## config.mk

```make
export PLATFORM = sky130hd
export DESIGN_NAME = irq_nest_ctrl
export DESIGN_NICKNAME = d
export VERILOG_FILES = /design/src/rtl/irq_nest_pkg.sv /design/src/rtl/irq_pick.sv /design/src/rtl/irq_inservice.sv /design/src/rtl/irq_nest_ctrl.sv
export SDC_FILE = /design/constraint.sdc
export NUM_CORES = 1
export LEC_CHECK = 0
export BUFFER_PORTS_ARGS = -buffer_cell sky130_fd_sc_hd__buf_2
export CAP_MARGIN = 20
export CORE_MARGIN = 1
export CORE_UTILIZATION = 45
export CTS_BUF_LIST = sky130_fd_sc_hd__clkbuf_8
export DETAILED_ROUTE_END_ITERATION = 12
export PLACE_DENSITY = 0.85
export REMOVE_ABC_BUFFERS = 1
export SETUP_SLACK_MARGIN = 0.02
export SYNTH_ARGS = -nofsm -noshare
export SYNTH_HDL_FRONTEND = slang
export SYNTH_HIERARCHICAL = 1
export SYNTH_SLANG_ARGS = --single-unit
export TNS_END_PERCENT = 30
```

## constraint.sdc

```tcl
create_clock -name clk -period 5.1 [get_ports clk]
set_input_delay 0.51 -clock clk [delete_from_list [all_inputs] [get_ports clk]]
set_output_delay 0.51 -clock clk [all_outputs]
set_load 0.05 [all_outputs]
```

## src/rtl/irq_nest_pkg.sv

```systemverilog
package irq_nest_pkg;
  localparam int NSRC = 13;
  localparam int LW   = 2;
  localparam int NLVL = 1 << LW;
  localparam int VW   = 16;
  localparam int IW   = $clog2(NSRC);

  // sources that may end power-down: ext0, ext1, brownout, keyboard,
  // comparator2, watchdog, ADC, comparator1
  localparam logic [NSRC-1:0] WAKE_MASK = 13'h0FA5;

  // vectors step by 8 from 0003h with two gaps (before watchdog, before timer I)
  function automatic logic [VW-1:0] src_vector(input int unsigned idx);
    int unsigned v;
    if (idx <= 8)       v = 3 + idx * 8;
    else if (idx <= 11) v = 16'h0053 + (idx - 9) * 8;
    else                v = 16'h0073;
    return VW'(v);
  endfunction

  // tie-break position r (0 = first) -> source index
  function automatic int unsigned rank_to_src(input int unsigned r);
    case (r)
      0: return 0;   1: return 5;   2: return 9;   3: return 1;
      4: return 6;   5: return 10;  6: return 2;   7: return 7;
      8: return 11;  9: return 3;   10: return 8;  11: return 4;
      default: return 12;
    endcase
  endfunction

  // index of highest set bit; 0 when empty
  function automatic logic [LW-1:0] top_set(input logic [NLVL-1:0] m);
    logic [LW-1:0] t;
    t = '0;
    for (int i = 0; i < NLVL; i++) if (m[i]) t = LW'(i);
    return t;
  endfunction
endpackage

```

## src/rtl/irq_pick.sv

```systemverilog
module irq_pick
  import irq_nest_pkg::*;
(
  input  logic [NSRC-1:0]         elig,
  input  logic [NSRC-1:0][LW-1:0] lvl,
  output logic                    any,
  output logic [LW-1:0]           win_lvl,
  output logic [IW-1:0]           win_src
);
  logic [NLVL-1:0]         lvl_any;
  logic [NLVL-1:0][IW-1:0] lvl_idx;

  for (genvar l = 0; l < NLVL; l++) begin : g_lvl
    logic [NSRC-1:0] hit;
    logic [IW-1:0]   idx;
    always_comb begin
      for (int s = 0; s < NSRC; s++) hit[s] = elig[s] && (lvl[s] == LW'(l));
      idx = '0;
      for (int r = NSRC - 1; r >= 0; r--)
        if (hit[rank_to_src(r)]) idx = IW'(rank_to_src(r));
    end
    assign lvl_any[l] = |hit;
    assign lvl_idx[l] = idx;
  end

  always_comb begin
    win_lvl = '0;
    win_src = '0;
    for (int l = 0; l < NLVL; l++) begin
      if (lvl_any[l]) begin
        win_lvl = LW'(l);
        win_src = lvl_idx[l];
      end
    end
  end
  assign any = |lvl_any;
endmodule

```

## src/rtl/irq_inservice.sv

```systemverilog
module irq_inservice
  import irq_nest_pkg::*;
(
  input  logic            clk,
  input  logic            rst_n,
  input  logic            grant,
  input  logic [LW-1:0]   grant_lvl,
  input  logic            ret,
  output logic [NLVL-1:0] mask,
  output logic            active,
  output logic [LW-1:0]   cur_lvl
);
  logic [NLVL-1:0] mask_nx;

  assign active  = |mask;
  assign cur_lvl = top_set(mask);

  always_comb begin
    mask_nx = mask;
    if (ret) begin
      if (active) mask_nx[cur_lvl] = 1'b0;
    end else if (grant) begin
      mask_nx[grant_lvl] = 1'b1;
    end
  end

  always_ff @(posedge clk or negedge rst_n) begin
    if (!rst_n) mask <= '0;
    else        mask <= mask_nx;
  end


  ret_pops_one_chk: assert property (@(posedge clk) disable iff (!rst_n)
    (ret && active) |=> ($countones(mask) == $countones($past(mask)) - 1));

  ret_empty_hold_chk: assert property (@(posedge clk) disable iff (!rst_n)
    (ret && !active) |=> (mask == '0));

  grant_marks_chk: assert property (@(posedge clk) disable iff (!rst_n)
    (grant && !ret) |=> mask[$past(grant_lvl)]);
endmodule

```

## src/rtl/irq_nest_ctrl.sv

```systemverilog
module irq_nest_ctrl
  import irq_nest_pkg::*;
(
  input  logic              clk,
  input  logic              rst_n,
  input  logic [NSRC-1:0]   req_flags,
  input  logic [NSRC-1:0]   src_en,
  input  logic [NSRC-1:0]   prio_hi,
  input  logic [NSRC-1:0]   prio_lo,
  input  logic              glob_en,
  input  logic              vec_ack,
  input  logic              reti,
  output logic              irq_out,
  output logic [VW-1:0]     vec_addr,
  output logic              wake_out
);
  logic [NSRC-1:0]         elig;
  logic [NSRC-1:0][LW-1:0] lvl;
  logic                    any_pend;
  logic [LW-1:0]           win_lvl;
  logic [IW-1:0]           win_src;
  logic [NLVL-1:0]         svc_mask;
  logic                    svc_active;
  logic [LW-1:0]           svc_lvl;
  logic                    preempt_ok;
  logic                    grant_ev;

  assign elig = req_flags & src_en;
  for (genvar s = 0; s < NSRC; s++) begin : g_lvl
    assign lvl[s] = {prio_hi[s], prio_lo[s]};
  end

  irq_pick u_pick (
    .elig    (elig),
    .lvl     (lvl),
    .any     (any_pend),
    .win_lvl (win_lvl),
    .win_src (win_src)
  );

  irq_inservice u_svc (
    .clk       (clk),
    .rst_n     (rst_n),
    .grant     (grant_ev),
    .grant_lvl (win_lvl),
    .ret       (reti),
    .mask      (svc_mask),
    .active    (svc_active),
    .cur_lvl   (svc_lvl)
  );

  assign preempt_ok = !svc_active || (win_lvl > svc_lvl);
  assign irq_out    = glob_en && any_pend && preempt_ok;
  assign grant_ev   = vec_ack && irq_out;
  assign vec_addr   = src_vector(int'(win_src));
  assign wake_out   = |(elig & WAKE_MASK);


  glob_gate_chk: assert property (@(posedge clk) disable iff (!rst_n)
    irq_out |-> glob_en);

  strict_preempt_chk: assert property (@(posedge clk) disable iff (!rst_n)
    (irq_out && svc_active) |-> (win_lvl > svc_lvl));

  top_lockout_chk: assert property (@(posedge clk) disable iff (!rst_n)
    svc_mask[NLVL-1] |-> !irq_out);

  winner_valid_chk: assert property (@(posedge clk) disable iff (!rst_n)
    any_pend |-> (elig[win_src] && lvl[win_src] == win_lvl));

  wake_quiet_chk: assert property (@(posedge clk) disable iff (!rst_n)
    ((req_flags & src_en) == '0) |-> !wake_out);

  ack_ignored_chk: assert property (@(posedge clk) disable iff (!rst_n)
    (vec_ack && !irq_out && !reti) |=> (svc_mask == $past(svc_mask)));
endmodule

```

==> summary.md <==
* completed — outcome
* 71 — Yosys cell types
* 6.01 — via-per-instance ratio
* 4000 µm² — placeable core area
* sky130_fd_sc_hd__nand3b_1 — top cell type by total area after synthesis
* 1860 µm² — post-synth design cell area
* 0 — Hold-fix buffers, CTS
* 7.31 µm² — average cell area after synthesis
* 4.59 ns — required time of the critical path
* in -> out — start-to-end type of the worst setup path
* sky130_fd_sc_hd__nor4_2 — Worst path slowest cell
* 0 — number of antenna diodes
* 71 — count of port buffers added during placement
* 366 — placed cell count
* 383 — net count of the finished layout
* 1,862 — via count of the first global-routing pass
* sky130_fd_sc_hd__clkbuf_8 — CTS Root Cell
* 0 — Finish-stage setup viols
* 0 — DRC violations left
* 0 — Post-DRT Antenna Nets
* 0 — Max Cap Violations
* 6 — warnings from Yosys
* no — RSZ-0062 raised after global routing
* 0.410 mW — Final Power
* 50.7% — Sw Share
* u_svc/mask[0]$_DFFE_PN0P_ — Critical R2R Capture
* 8130 µm — global-route wire length before repair
* 255 — Mapped Cells
* 8.9% — sequential share of power
* 15.8% — clock share of power
* u_svc/mask[3]$_DFFE_PN0P_ — r2r startpoint
* 65.6% — worst-case headroom to the max-slew limit
* 0.0803 mV — Worst IR Drop VDD
* 0.928 — Final Wtd Congestion
* 0.03 ns — clock edge transition at the registers on the reported setup and hold paths
* 10 — pin count of the biggest net entering global routing
* built — TritonCTS clock tree
* 0 — final-report hold violation count
* 3.11 ns — flop-to-flop setup slack
* 1.10 nW — leakage component of the power
* 4430 µm — Post-DP HPWL
* input port — type of origin of the critical path
* sky130_fd_sc_hd__nand3_1 — top-count cell post-synth
* 0 — number of antenna violations at the first check in global routing
* buf_2, and2_1, and3b_1, nor3_2, and4b_4, nand2_2, o221ai_1, inv_1, ha_1, xor2_1, ha_1, nor4_2, buf_2 — crit path cell chain
* 23 — Row Count
* 369 — post-route insts no fill
* 23.6% — GRT Overall Usage
* 4 — clock sink count
* 0.512 ns — transition time at the pin with the least slew margin
* 2,216 — Vias
* 5310 µm — Post-Route WL
* 4.42 ns — Period minus WS final
* 2 — maximum buffer depth of the clock tree
* 75 — I/O Pins
* 4 — max reg flops
* 0.00259 ns — Final Skew
* 0 — pins over their slew limit
* 3.91 ns — arrival time reported for the critical path endpoint
* sky130_fd_sc_hd__dfrtp_1 — most used flip-flop cell after synthesis
* u_svc/mask — register containing the most flip-flops in the final layout
* 0.0911 ns — worst hold slack across all endpoints
* 14.4 µm — drt wl/cell
* 1 — H-Tree Depth
* 75.3% — relative contribution of combinational cells to total power
* primary output — Critical Path End Type
* 0.50 ns — highest cell delay on the worst timing path
* 66.4 µm — floorplan die height
* 4400 µm² — Die Outline Area
* 226 MHz — max frequency
* 20.9% — area grow syn2layout
* sky130_fd_sc_hd__nand3_1 (20), sky130_fd_sc_hd__nand3b_1 (18), sky130_fd_sc_hd__and2_1 (14), sky130_fd_sc_hd__nor2_1 (14) — top post-synthesis cells by count
* simple AND/OR/NAND/NOR gates — Top delay family on crit path
* 0.21 ns — clock insertion delay at the later pin of the skew report
* 5.37% — fraction of the yosys area taken by sequential cells
* 0 — GRT Residual Overflow
* 0.208 mW — P_sw
* 86.6% — share of the clock period used by the worst path after layout
* u_svc/mask (4) — leading registers by flop count
* 5 — Pre-antenna DRT Iters
* 46.6% — initial cell density of the core
* 9 — largest fanout of any net on the critical path
* 0.202 mW — cell internal pwr
* 90 — Iter 0 DRT Violations
* 34.2% — proportion of layout cells with a drive suffix above 1
* 7.25% — area share of the largest cell type after synthesis
* 66.4 µm — die width
* 4 — number of synthesized register bits
* sky130_fd_sc_hd__nand3b_1 (7.2%), sky130_fd_sc_hd__and3b_1 (6.1%), sky130_fd_sc_hd__dfrtp_1 (5.4%) — biggest area contributors in the synthesized netlist
* 8 — path depth of the worst reg2reg path
* 0 — number of flops mapped to enable cells by yosys
* in -> async — Tightest Hold Check Type
* 100% — share of flip-flops with an asynchronous set or reset after synthesis
* 3 — Num CTS Buffers
* 182 nW/µm² — Pwr Density
* 3 — number of buffer and inverter stages on the critical path
[through the flow]
stage               setup TNS, ns  area, µm²  worst slack, ns  util (%)
CTS                             0       2250            0.488      56.2
floorplan                  -73.63       1790            -9.20         -
finish                          0       2250            0.683      56.4
detailed placement              0       2210            0.501      55.2
global placement                0       2210            0.635      55.2
global route                    0       2250            0.316      56.4
[metal layers]
metal	global-route usage (%)	share of wire, %	routed length (µm)	vias to the layer above
li1	-	-	-	1111
met1	28.7	45	2400	994
met2	44.4	47	2510	107
met3	2.59	7.1	375	4
met5	0	0	0	-
met4	3.72	0.56	30	0
[kinds of logic (layout without fill, tap and decap cells)]
kind of cell,Yosys count,after routing,synth area share [%]
DFF,4,4,5.37
xor gates and xnor gates,2,2,0.940
adders and majority gates,5,5,3.36
buffers and inverters,19,82,5.84
other,2,3,0.403
and+or+nand+nor,162,162,61.1
muxes,1,1,0.604
AOI/OAI and AO/OA,60,60,22.3
[power by group through the flow]
stage	registers [mW]	logic, mW	clock network (mW)
3_3_place_gp	0.0367	0.296	0
2_1_floorplan	0.0361	0.225	0
6_report	0.0364	0.309	0.0649
5_1_grt	0.0368	0.336	0.0692
3_5_place_dp	0.0368	0.302	0
4_1_cts	0.0364	0.304	0.0671
[worst max-delay path by stage]
stage / start / to / slack [ns] / cells past startpoint
finish: req_flags[7] / vec_addr[12] / 0.68 / 13
global route: req_flags[1] / vec_addr[10] / 0.32 / 14
CTS: req_flags[9] / vec_addr[9] / 0.49 / 14
detailed placement: req_flags[9] / vec_addr[9] / 0.50 / 14
global placement: req_flags[9] / vec_addr[10] / 0.64 / 14
floorplan: req_flags[9] / vec_addr[10] / -9.20 / 12
[layout by cell type (no fill, tap or decap), types with 5 or more instances in the layout]
cell type	synthesis	layout
sky130_fd_sc_hd__buf_2	0	71
sky130_fd_sc_hd__nand3_1	20	20
sky130_fd_sc_hd__nand3b_1	18	18
sky130_fd_sc_hd__and2_1	14	14
sky130_fd_sc_hd__nor2_1	14	14
sky130_fd_sc_hd__o21ai_0	13	13
sky130_fd_sc_hd__nand2_1	13	13
sky130_fd_sc_hd__and3b_1	13	13
sky130_fd_sc_hd__a21oi_1	9	9
sky130_fd_sc_hd__nor3b_1	9	9
sky130_fd_sc_hd__inv_1	8	8
sky130_fd_sc_hd__a31oi_1	7	7
sky130_fd_sc_hd__or3b_2	6	6
sky130_fd_sc_hd__ha_1	5	5
sky130_fd_sc_hd__nand4_1	5	5
[cell type report]
type	instances	area, µm²
clock buffer	3	41.3
fill	375	1750
inverter	8	30.0
multi-input combinational	233	1670
sequential	4	100
tap	50	62.6
timing repair buffer	71	355
[timing repair]
item | CTS | global route
setup endpoints to repair | 0 | 8
setup buffers | 0 | 0
resized for setup | 0 | 1
No activity file was read; power rests on OpenSTA's default activity.
